**src/rtl/hdlc_fill_pkg.sv**
```systemverilog
package hdlc_fill_pkg;

  typedef enum logic [1:0] {
    CK_FREE   = 2'b00,
    CK_STROBE = 2'b01,
    CK_SLOT   = 2'b10,
    CK_INT    = 2'b11
  } clkMode_e;

  typedef struct packed {
    logic     flagFill;
    logic     busMode;
    logic     pushPull;
    logic     dblRate;
    clkMode_e clkMode;
  } lineCfg_t;

  // strobes and levels from control to datapath
  typedef struct packed {
    logic shift;
    logic load;
    logic takeData;
    logic flagFill;
    logic busMode;
    logic pushPull;
    logic slotClosed;
  } dpCmd_t;

endpackage

```
**src/rtl/hdlc_fill_ctrl.sv**
```systemverilog
module hdlc_fill_ctrl
  import hdlc_fill_pkg::*;
#(
  parameter int OCT_W   = 8,
  parameter int INT_DIV = 4,
  localparam int CNT_W  = $clog2(OCT_W)
) (
  input  logic             clk,
  input  logic             rstN,
  input  lineCfg_t         cfgIn,
  input  logic             bitClkEn,
  input  logic             enStrobe,
  input  logic             slotActive,
  input  logic             frameValid,
  output logic             frameReady,
  output dpCmd_t           cmd,
  output lineCfg_t         cfgQ,
  output logic [CNT_W-1:0] bitCnt
);

  localparam int DIV_W = (INT_DIV > 1) ? $clog2(INT_DIV) : 1;
  localparam logic [CNT_W-1:0] LAST_BIT = CNT_W'(OCT_W - 1);

  logic intTick;
  logic gateOpen;
  logic qualEn;
  logic ratePhase;
  logic shiftEv;
  logic loadEv;
  logic nextFlag;

  // internal enable strobe: one tick per INT_DIV bit-clock enables
  generate
    if (INT_DIV > 1) begin : g_div
      localparam logic [DIV_W-1:0] DIV_LAST = DIV_W'(INT_DIV - 1);
      logic [DIV_W-1:0] intCnt;
      always_ff @(posedge clk) begin
        if (!rstN) begin
          intCnt <= '0;
        end else if (bitClkEn) begin
          intCnt <= (intCnt == DIV_LAST) ? '0 : intCnt + 1'b1;
        end
      end
      assign intTick = bitClkEn && (intCnt == DIV_LAST);
    end else begin : g_nodiv
      assign intTick = bitClkEn;
    end
  endgenerate

  always_comb begin
    unique case (cfgQ.clkMode)
      CK_FREE:   gateOpen = 1'b1;
      CK_STROBE: gateOpen = enStrobe;
      CK_SLOT:   gateOpen = slotActive;
      default:   gateOpen = 1'b1;
    endcase
  end

  assign qualEn   = (cfgQ.clkMode == CK_INT) ? intTick : (bitClkEn & gateOpen);
  assign shiftEv  = qualEn & (~cfgQ.dblRate | ratePhase);
  assign loadEv   = shiftEv & (bitCnt == LAST_BIT);
  assign frameReady = loadEv;

  // fill choice for the octet loaded at this boundary uses the config latched now
  assign nextFlag = cfgIn.flagFill & ~cfgIn.busMode & (cfgIn.clkMode != CK_INT);

  always_ff @(posedge clk) begin
    if (!rstN) begin
      cfgQ      <= '0;
      bitCnt    <= '0;
      ratePhase <= 1'b0;
    end else begin
      if (loadEv) begin
        cfgQ      <= cfgIn;
        bitCnt    <= '0;
        ratePhase <= 1'b0;
      end else begin
        if (shiftEv) bitCnt <= bitCnt + 1'b1;
        if (qualEn && cfgQ.dblRate) ratePhase <= ~ratePhase;
      end
    end
  end

  always_comb begin
    cmd.shift      = shiftEv;
    cmd.load       = loadEv;
    cmd.takeData   = loadEv & frameValid;
    cmd.flagFill   = nextFlag;
    cmd.busMode    = cfgQ.busMode;
    cmd.pushPull   = cfgQ.pushPull;
    cmd.slotClosed = (cfgQ.clkMode == CK_SLOT) & ~slotActive;
  end

endmodule

```
**src/rtl/hdlc_fill_dp.sv**
```systemverilog
module hdlc_fill_dp
  import hdlc_fill_pkg::*;
#(
  parameter int OCT_W = 8
) (
  input  logic             clk,
  input  logic             rstN,
  input  dpCmd_t           cmd,
  input  logic [OCT_W-1:0] frameData,
  output logic             txData,
  output logic             txOe,
  output logic             dataPhase
);

  localparam logic [OCT_W-1:0] FLAG_PAT = {1'b0, {(OCT_W-2){1'b1}}, 1'b0};
  localparam logic [OCT_W-1:0] IDLE_PAT = '1;

  logic [OCT_W-1:0] shReg;
  logic             forceOne;

  always_ff @(posedge clk) begin
    if (!rstN) begin
      shReg     <= IDLE_PAT;
      dataPhase <= 1'b0;
    end else if (cmd.load) begin
      shReg     <= cmd.takeData ? frameData : (cmd.flagFill ? FLAG_PAT : IDLE_PAT);
      dataPhase <= cmd.takeData;
    end else if (cmd.shift) begin
      shReg     <= {shReg[OCT_W-2:0], 1'b1};
    end
  end

  // on a shared bus the line rests at 1 outside data and outside the slot
  assign forceOne = cmd.busMode & (~dataPhase | cmd.slotClosed);
  assign txData   = forceOne | shReg[OCT_W-1];
  assign txOe     = cmd.pushPull | ~txData;

endmodule

```
**src/rtl/hdlc_fill_tx.sv**
```systemverilog
module hdlc_fill_tx
  import hdlc_fill_pkg::*;
#(
  parameter int OCT_W   = 8,
  parameter int INT_DIV = 4
) (
  input  logic             clk,
  input  logic             rstN,
  input  logic             fillFlag,
  input  logic             busMode,
  input  logic             pushPull,
  input  logic             dblRate,
  input  logic [1:0]       clkMode,
  input  logic             bitClkEn,
  input  logic             enStrobe,
  input  logic             slotActive,
  input  logic [OCT_W-1:0] frameData,
  input  logic             frameValid,
  output logic             frameReady,
  output logic             txData,
  output logic             txOe
);

  localparam int CNT_W = $clog2(OCT_W);

  lineCfg_t         cfgIn;
  lineCfg_t         cfgQ;
  dpCmd_t           cmd;
  logic [CNT_W-1:0] bitCnt;
  logic             dataPhase;

  always_comb begin
    cfgIn.flagFill = fillFlag;
    cfgIn.busMode  = busMode;
    cfgIn.pushPull = pushPull;
    cfgIn.dblRate  = dblRate;
    cfgIn.clkMode  = clkMode_e'(clkMode);
  end

  hdlc_fill_ctrl #(.OCT_W(OCT_W), .INT_DIV(INT_DIV)) ctrl_i (
    .clk(clk), .rstN(rstN), .cfgIn(cfgIn), .bitClkEn(bitClkEn),
    .enStrobe(enStrobe), .slotActive(slotActive), .frameValid(frameValid),
    .frameReady(frameReady), .cmd(cmd), .cfgQ(cfgQ), .bitCnt(bitCnt)
  );

  hdlc_fill_dp #(.OCT_W(OCT_W)) dp_i (
    .clk(clk), .rstN(rstN), .cmd(cmd), .frameData(frameData),
    .txData(txData), .txOe(txOe), .dataPhase(dataPhase)
  );

endmodule

```
**config.mk**
```make
export PLATFORM = sky130hd
export DESIGN_NAME = hdlc_fill_tx
export DESIGN_NICKNAME = d
export VERILOG_FILES = /design/src/rtl/hdlc_fill_pkg.sv /design/src/rtl/hdlc_fill_ctrl.sv /design/src/rtl/hdlc_fill_dp.sv /design/src/rtl/hdlc_fill_tx.sv
export SDC_FILE = /design/constraint.sdc
export NUM_CORES = 1
export LEC_CHECK = 0
export BUFFER_PORTS_ARGS = -buffer_cell sky130_fd_sc_hd__buf_4
export CORE_AREA = 2 2 55 57
export CTS_BUF_LIST = sky130_fd_sc_hd__clkbuf_4 sky130_fd_sc_hd__clkbuf_8 sky130_fd_sc_hd__clkbuf_16
export CTS_CLUSTER_SIZE = 8
export DETAILED_ROUTE_END_ITERATION = 8
export DIE_AREA = 0 0 57 59
export MAX_ROUTING_LAYER = met4
export SYNTH_ARGS = -nofsm -noshare
export SYNTH_HDL_FRONTEND = slang
export SYNTH_SLANG_ARGS = --single-unit
```
**constraint.sdc**
```tcl
create_clock -name clk -period 1.8 [get_ports clk]
set_input_delay 0.09 -clock clk [delete_from_list [all_inputs] [get_ports clk]]
set_output_delay 0.09 -clock clk [all_outputs]
set_load 0.02 [all_outputs]
```
==> flow_summary.ini, run 1 <==
[logic_synthesis]
ys_top_cells_by_count = 20 x dfxtp_1, 9 x a21oi_1, 9 x o21ai_0
ys_top_cells_by_area = dfxtp_1 38%, ha_1 7.1%, nand4_1 4.7%
avgSynthCellArea_sq_um = 8.758
yosys_warnings = 0
postSynthCellCount = 121
synth_edf_count = 0
yosysMostFrequentCell = dfxtp_1
ys_types = 34
syn_nets = 147
synth_ff_type = dfxtp_1
yosysTopAreaCell = dfxtp_1
synth-async-reset-ratio_pct = 0
ys_seq_area_share_pct = 37.78
synth_top_area_share_pct = 37.78
synth_area_sq_um = 1060
ys_ff_latch = 20

[sta]
fin_crit_sh_pct = 101.6
setup_viol = 2
fmax_mhz = 546.9
maxSlewHeadroom_pct = 67.45
rsz0062_at_grt = true
period_minus_slack_ps = 1828
hold_viol = 0
worst_pin_slew_ps = 487.7
finalMaxSlewViolations = 0
layout_setup_ws_ps = -28.35
clock-skew-final_ps = 2.994

[global_routing]
grt_pass1_wl_um = 4367
antenna_found_initial = 0
overflow = 0
grt_pass1_vias = 995
grt_use_total_pct = 16.96
grt_start_max_net_pins = 17

[route]
drc_errors = 0
routed_via_density = 5.659
routedWlPerCell_um = 14.63
vias = 1013
drtIter0Drc = 29
antenna_left = 0
dr.pass1.iters = 4
wl_um = 2619

[critical_path]
reg2reg_slack_ps = -10
path_class = flip-flop to output port
cp_max_fo = 3
timing.rr.start = ctrl_i.cfgQ[0]
startpoint_type = flip-flop
arrival_ps = 1740
end_kind = output port
regToRegEndpoint = ctrl_i.bitCnt[0]
cp.required_ps = 1710
rr_worst_depth = 8

[floorplanning]
initial_core_util_pct = 39.10
die_w_um = 57
num_rows = 19
core_sq_um = 2710
num_io_pins = 23
die_h_um = 59
design.die.area_sq_um = 3363

[clocking]
htree_levels = 1
cts_buffer_depth = 2
clk_latency_ps = 300
clock-sinks = 20
cts_buffers = 3
cts_tree = yes
root_buffer = clkbuf_4
path_clk_slew_ps = 120

[layout]
fillers = 260
drive_above_1_share_pct = 35.14
n_antenna_cell = 0
num-nets-final = 175
final_cell_area_sq_um = 1359
syn2layout_area_growth_pct = 28.22

[run_status]
violations = negative setup slack
status = complete, but fails checks

[worst_hold_path]
worstHoldStart = rstN
holdPathEnd = dp_i.shReg[0]
whs_path_depth = 2
min_path_type = primary input to flip-flop

[power]
leakagePower_nw = 0.5368
swShare_pct = 24.79
ir_drop_mv = 0.3854
sequentialPowerShare_pct = 54.6
switchingPower_mw = 0.2127
cell_internal_pwr_mw = 0.6454
p_clk_share_pct = 31.4
pwr-share-comb_pct = 14.0
power_density_nw_per_um2 = 631.5

[placed_design]
place_hpwl_um = 1907
port_buffers = 22
post-place-ws_ps = 97.15
postPlaceCellArea_sq_um = 1256
gp_congestion = 0.7297

[job]
drv_cap = 0
==> critical path: stages, from the launching register on <==
cell,delay (ps)
dfxtp_2,370
inv_2,30
ha_2,160
a22o_1,240
o311ai_2,280
buf_4,190
nor3_4,40
buf_6,130
==> routing by layer <==
metal  wire (um)  vias up  share of wire, %  global-route usage (%)
li1            -      512                 -                       -
met1        1208      477                46                   20.90
met2        1278       22                49                   29.06
met3         113        2               4.3                   3.275
met4          18        0              0.69                   3.654
met5           0        -                 0                       -
==> flip-flops by register name, summed over array words and instances (netlist names) <==
name and flops:
dp_i.shReg 8, ctrl_i.cfgQ 5, ctrl_i.bitCnt 3, ctrl_i.g_div.intCnt 2
ctrl_i.ratePhase 1, dp_i.dataPhase 1
==> cells by family (layout without fill, tap and decap cells) <==
family	Yosys count	after routing	synth area share (%)
AO/OA/AOI/OAI	51	51	33.30
flip-flops	20	20	37.78
adder cells (fa/ha/maj)	6	6	7.084
buffers and inverters	19	46	8.853
AND/OR/NAND/NOR	24	24	12.04
multiplexers	1	1	0.9445
==> power groups by stage <==
stage          combinational, mW  sequential [mW]  clock, mW
2_1_floorplan             0.0663            0.476          0
3_3_place_gp               0.116            0.478          0
3_5_place_dp               0.118            0.479          0
4_1_cts                    0.121            0.469      0.275
5_1_grt                    0.133            0.471      0.293
6_report                   0.120            0.468      0.270
==> worst max-delay path by stage <==
stage                           startpoint               end
after floorplan           ctrl_i.bitCnt[1]  ctrl_i.bitCnt[0]
after global placement      ctrl_i.cfgQ[1]     dp_i.shReg[5]
after detailed placement    ctrl_i.cfgQ[1]     dp_i.shReg[1]
after CTS                   ctrl_i.cfgQ[1]        frameReady
after global routing        ctrl_i.cfgQ[1]        frameReady
final                       ctrl_i.cfgQ[1]        frameReady
==> stage by stage <==
stage	std cells	setup TNS [ps]	hold slack [ps]	power (mW)	util, %
3_5_place_dp	171	0	341.9	0.5966	46.35
3_3_place_gp	171	0	344.3	0.5934	46.35
4_1_cts	179	-104.3	17.78	0.8648	49.72
2_1_floorplan	121	0	240.0	0.5418	-
5_1_grt	179	-191.5	22.25	0.8970	50.14
6_report	179	-33.73	21.27	0.8581	50.14
==> what timing repair did <==
| action | CTS | global route |
|---|---|---|
| gates resized for setup | 9 | 2 |
| setup endpoints to repair | 1 | 6 |
| pin swaps | 3 | 1 |
| setup buffers | 4 | 0 |
| hold buffers | 0 | 0 |
==> layout by cell type, fill, tap and decap left out, types with 4 or more instances in the layout <==
cell type / instances
o22ai_1: 6
a21oi_1: 9
o31ai_1: 6
dfxtp_1: 18
o21ai_0: 9
buf_4: 32
inv_1: 7
nand2_1: 4
o211ai_1: 6
nand4_1: 8
nor2_1: 4
==> final cells by class <==
class,instances,area [sq um],share of cell area [%]
Tap cell,31,38.79,2.855
Inverter,9,37.54,2.762
Timing Repair Buffer,33,251.5,18.51
Sequential cell,20,402.9,29.65
Clock buffer,4,36.28,2.670
Multi-Input combinational cell,82,591.8,43.55
(Power assumes the default switching activity.)
==> run 2, diff against run 1 <==
--- a/config.mk
+++ b/config.mk
@@ -11,6 +11,7 @@
 export CTS_CLUSTER_SIZE = 8
 export DETAILED_ROUTE_END_ITERATION = 8
 export DIE_AREA = 0 0 57 59
+export GPL_TIMING_DRIVEN = 0
 export MAX_ROUTING_LAYER = met4
 export SYNTH_ARGS = -nofsm -noshare
 export SYNTH_HDL_FRONTEND = slang
==> flow_summary.ini, run 2 (synthesis results as in run 1) <==
[global_routing]
antenna_found_initial = 0
grt_pass1_vias = 992
grt_start_max_net_pins = 12
grt_use_total_pct = 18.30
overflow = 0
grt_pass1_wl_um = 4581

[power]
leakagePower_nw = 0.5664
pwr-share-comb_pct = 15.1
switchingPower_mw = 0.2155
p_clk_share_pct = 31.1
power_density_nw_per_um2 = 598.9
power_mw = 0.8647
swShare_pct = 24.92
ir_drop_mv = 0.4123
cell_internal_pwr_mw = 0.6492
sequentialPowerShare_pct = 53.8

[layout]
drive_above_1_share_pct = 35.53
syn2layout_area_growth_pct = 36.25
n_antenna_cell = 0
layout_common_cells = 24 x buf_4, 18 x dfxtp_1, 9 x o21ai_0, 8 x nand4_1, 8 x a21oi_1
num-nets-final = 179
fillers = 270
final_common_cell = buf_4
top_register = dp_i.shReg
reg_top3 = dp_i.shReg: 8 flops, ctrl_i.cfgQ: 5 flops, ctrl_i.bitCnt: 3 flops
largest_reg_flops = 8
final_core_util_pct = 53.28

[critical_path]
critical_path.endpoint = frameReady
regToRegEndpoint = dp_i.shReg[6]
arrival_ps = 1730
cp_max_fo = 3
cp.required_ps = 1710
end_kind = output port
timing.rr.start = ctrl_i.cfgQ[0]
path_class = flip-flop to output port
reg2reg_slack_ps = 30
startpoint_type = flip-flop
rr_worst_depth = 9
startpoint = ctrl_i.cfgQ[0]

[clocking]
cts_tree = yes
root_buffer = clkbuf_4
clk_latency_ps = 310
cts_buffers = 3
path_clk_slew_ps = 120
cts_buffer_depth = 2
cts_hold_buf = 0
htree_levels = 1
clock-sinks = 20

[route]
drc_errors = 0
drtIter0Drc = 26
routed_via_density = 5.809
vias = 1063
dr.pass1.iters = 4
wl_um = 2759
antenna_left = 0
routedWlPerCell_um = 15.08

[placed_design]
port_buffers = 21
place_hpwl_um = 1936
gp_congestion = 0.7655

[sta]
layout_setup_ws_ps = -20.93
rsz0062_at_grt = true
fmax_mhz = 549.2
period_minus_slack_ps = 1821
maxSlewHeadroom_pct = 66.04
fin_crit_sh_pct = 101.2
setup_viol = 1
worst_hold_slack_ps = 36.83
clock-skew-final_ps = 7.006
hold_viol = 0
worst_pin_slew_ps = 509.5
finalMaxSlewViolations = 0

[floorplanning]
num_io_pins = 23
die_h_um = 59
design.die.area_sq_um = 3363
initial_core_util_pct = 39.10
num_rows = 19
core_sq_um = 2710
die_w_um = 57

[job]
drv_cap = 0

[run_status]
violations = negative setup slack
status = complete, but fails checks

[worst_hold_path]
min_path_type = primary input to flip-flop
## run 2: cell types whose count changed in the layout (fill, tap and decap cells not counted), moves of 2 or more
cell / change
buf_6: +2
buf_4: -8
inv_4: +2
dfxtp_2: -2
ha_2: -2
dfxtp_4: +2
clkbuf_1: +4
ha_4: +2
buf_2: +3
## run 2: timing repair
| item | in CTS | in global routing |
|---|---|---|
| gates cloned | 0 | 1 |
| setup endpoints to repair | 12 | 19 |
| gates resized for setup | 12 | 10 |
| buffers inserted | 4 | 1 |
| pin swaps | 3 | 2 |
## run 2: layout make-up
cell class	instances	area, sq um	share of cell area, %
Sequential cell	20	407.9	28.25
Multi-Input combinational cell	82	634.4	43.93
Clock buffer	4	36.28	2.513
Buffer	10	60.06	4.159
Tap cell	31	38.79	2.686
Timing Repair Buffer	27	227.7	15.77
Inverter	9	38.79	2.686
## run 2: power by group through the flow
stage | combinational (mW) | sequential (mW) | clock, mW
after floorplan | 0.0663 | 0.476 | 0
after global placement | 0.116 | 0.477 | 0
after detailed placement | 0.119 | 0.478 | 0
after CTS | 0.122 | 0.468 | 0.274
after global routing | 0.144 | 0.467 | 0.300
final | 0.131 | 0.465 | 0.269
## run 2: metrics by stage
step                      cells  worst slack, ps  setup TNS [ps]  instance area, sq um
after global placement      173            54.08               0                  1256
after global routing        183           -101.3          -696.9                  1444
final                       183           -20.93          -20.93                  1444
after CTS                   181           -83.13          -572.6                  1359
after detailed placement    173           -8.150          -18.53                  1256
after floorplan             121            33.03               0                  1060
## run 2: how the worst min path moves through the flow
stage               start             end  slack, ps  cells after the start
6_report         pushPull  ctrl_i.cfgQ[3]         40                      3
5_1_grt        clkMode[0]  ctrl_i.cfgQ[0]         30                      3
4_1_cts          pushPull  ctrl_i.cfgQ[3]         40                      3
3_5_place_dp     pushPull  ctrl_i.cfgQ[3]        370                      3
3_3_place_gp     pushPull  ctrl_i.cfgQ[3]        360                      3
2_1_floorplan    pushPull  ctrl_i.cfgQ[3]        240                      2
## run 2: worst max-delay path, stage by stage (launching register included)
cell,delay [ps]
dfxtp_4,390
inv_2,50
ha_4,150
a22o_4,230
o311ai_4,260
buf_6,160
nor3_4,40
buf_6,150
## run 2: routing by layer
layer / wire length [um] / part of all wire (%) / GRT usage, %
met5: 0 / 0 / -
met4: 35 / 1.3 / 5.980
met3: 137 / 5.0 / 3.493
met2: 1339 / 49 / 29.23
met1: 1247 / 45 / 23.51
==> run 3, diff against run 2 <==
--- a/config.mk
+++ b/config.mk
@@ -13,6 +13,8 @@
 export DIE_AREA = 0 0 57 59
 export GPL_TIMING_DRIVEN = 0
 export MAX_ROUTING_LAYER = met4
+export PLACE_DENSITY_LB_ADDON = 0.15
+export SLEW_MARGIN = 20
 export SYNTH_ARGS = -nofsm -noshare
 export SYNTH_HDL_FRONTEND = slang
 export SYNTH_SLANG_ARGS = --single-unit
==> flow_summary.ini, run 3 (synthesis results as in run 1) <==
[global_routing]
grt_pass1_wl_um = 4519
grt_pass1_vias = 980
antenna_found_initial = 0
grt_start_max_net_pins = 13
grt_use_total_pct = 17.59
overflow = 0

[sta]
hold_viol = 0
maxSlewHeadroom_pct = 64.62
fmax_mhz = 545.0
fin_crit_sh_pct = 101.9
worst_pin_slew_ps = 530.6
layout_setup_ws_ps = -34.76
setup_viol = 1
rsz0062_at_grt = true
worst_hold_slack_ps = 34.27
period_minus_slack_ps = 1835
clock-skew-final_ps = 4.335
finalMaxSlewViolations = 0

[job]
drv_cap = 0

[route]
vias = 1048
antenna_left = 0
drtIter0Drc = 32
wl_um = 2812
routed_via_density = 5.696
dr.pass1.iters = 4
drc_errors = 0
routedWlPerCell_um = 15.28

[floorplanning]
num_io_pins = 23
design.die.area_sq_um = 3363
core_sq_um = 2710
die_w_um = 57
die_h_um = 59
initial_core_util_pct = 39.10
num_rows = 19

[clocking]
clock-sinks = 20
root_buffer = clkbuf_4
path_clk_slew_ps = 120
cts_buffer_depth = 2
htree_levels = 1
cts_tree = yes
clk_latency_ps = 300
cts_buffers = 3

[placed_design]
port_buffers = 21
dpl.cell_count = 173
place_hpwl_um = 1913
gp_congestion = 0.8080

[power]
power_density_nw_per_um2 = 656.8
leakagePower_nw = 0.5827
ir_drop_mv = 0.4178
power_mw = 0.9788

[layout]
n_antenna_cell = 0
layout_common_cells = 25 x buf_4, 17 x dfxtp_1, 8 x o21ai_0, 8 x nand4_1, 8 x a21oi_1
drive_above_1_share_pct = 38.56
num-nets-final = 180
syn2layout_area_growth_pct = 40.61
final_common_cell = buf_4
largest_reg_flops = 8
top_register = dp_i.shReg
finalNonFillerCells = 184
reg_top3 = dp_i.shReg: 8 flops, ctrl_i.cfgQ: 5 flops, ctrl_i.bitCnt: 3 flops

[critical_path]
cp_top_family = compound AO/OA/AOI/OAI gates
timing.rr.start = ctrl_i.cfgQ[0]
path_class = flip-flop to output port
cpPeakStageDelay_ps = 400
worst-path-buf-inv = 3
worst_path_max_delay_cell = dfxtp_4
end_kind = output port
cp.required_ps = 1710
cp_max_fo = 4
worstPathCellList = inv_2 -> ha_2 -> a22o_4 -> o311ai_4 -> buf_6 -> nor3_4 -> buf_6
startpoint = ctrl_i.cfgQ[0]
arrival_ps = 1740
cpMostUsedCell = buf_6
startpoint_type = flip-flop

[worst_hold_path]
worstHoldStart = clkMode[1]
min_path_type = primary input to flip-flop

[run_status]
violations = negative setup slack
status = complete, but fails checks
run 3: metal layers:
metal	up-vias	track usage (%)	wire length, um
met5	-	-	0
met2	20	27.59	1417
met3	2	2.183	89
li1	525	-	-
met4	0	4.983	21
met1	501	24.05	1283
run 3: layout make-up:
class                           count  area [sq um]
Multi-Input combinational cell     82         645.6
Sequential cell                    20         406.6
Clock buffer                        3         22.52
Fill cell                         258          1220
Buffer                             10         72.57
Tap cell                           31         38.79
Clock inverter                      1         30.03
Inverter                            9         38.79
Timing Repair Buffer               28         235.2
run 3: worst paths after layout:
kind	endpoint	slack [ps]	cells past startpoint
setup / recovery	frameReady	-30	7
hold / removal	ctrl_i.cfgQ[1]	30	3
setup reg to reg	ctrl_i.bitCnt[0]	30	8
hold reg to reg	ctrl_i.bitCnt[1]	470	2
run 3: worst register-to-register path, delay by kind of cell, from the launching register on:
kind / cells / cell delay, ps
DFF: 1 / 400
adders and majority gates: 1 / 170
AOI/OAI and AO/OA: 4 / 810
buffers and inverters: 3 / 330
run 3: power breakdown:
part           total [mW]  switching, mW  internal, mW
Clock               0.375          0.150         0.225
Sequential          0.468        0.00960         0.458
Combinational       0.136         0.0625        0.0737
Total               0.979          0.222         0.757
run 3: metrics by stage:
stage	TNS, ps	instance area [sq um]	util (%)	setup slack [ps]
detailed placement	-11.64	1256	46.35	-11.64
finish	-34.76	1490	54.99	-34.76
floorplan	0	1060	-	33.03
global route	-647.9	1490	54.99	-109.3
global placement	0	1256	46.35	11.27
CTS	-277.0	1405	51.85	-59.88
run 3: timing repair:
item                                    in CTS  in global routing
hold buffers                                 0                  0
setup buffers                                5                  1
cloned                                       0                  1
endpoints found under the setup margin       3                 17
gates resized for setup                     18                 10
pin swaps                                    3                  2
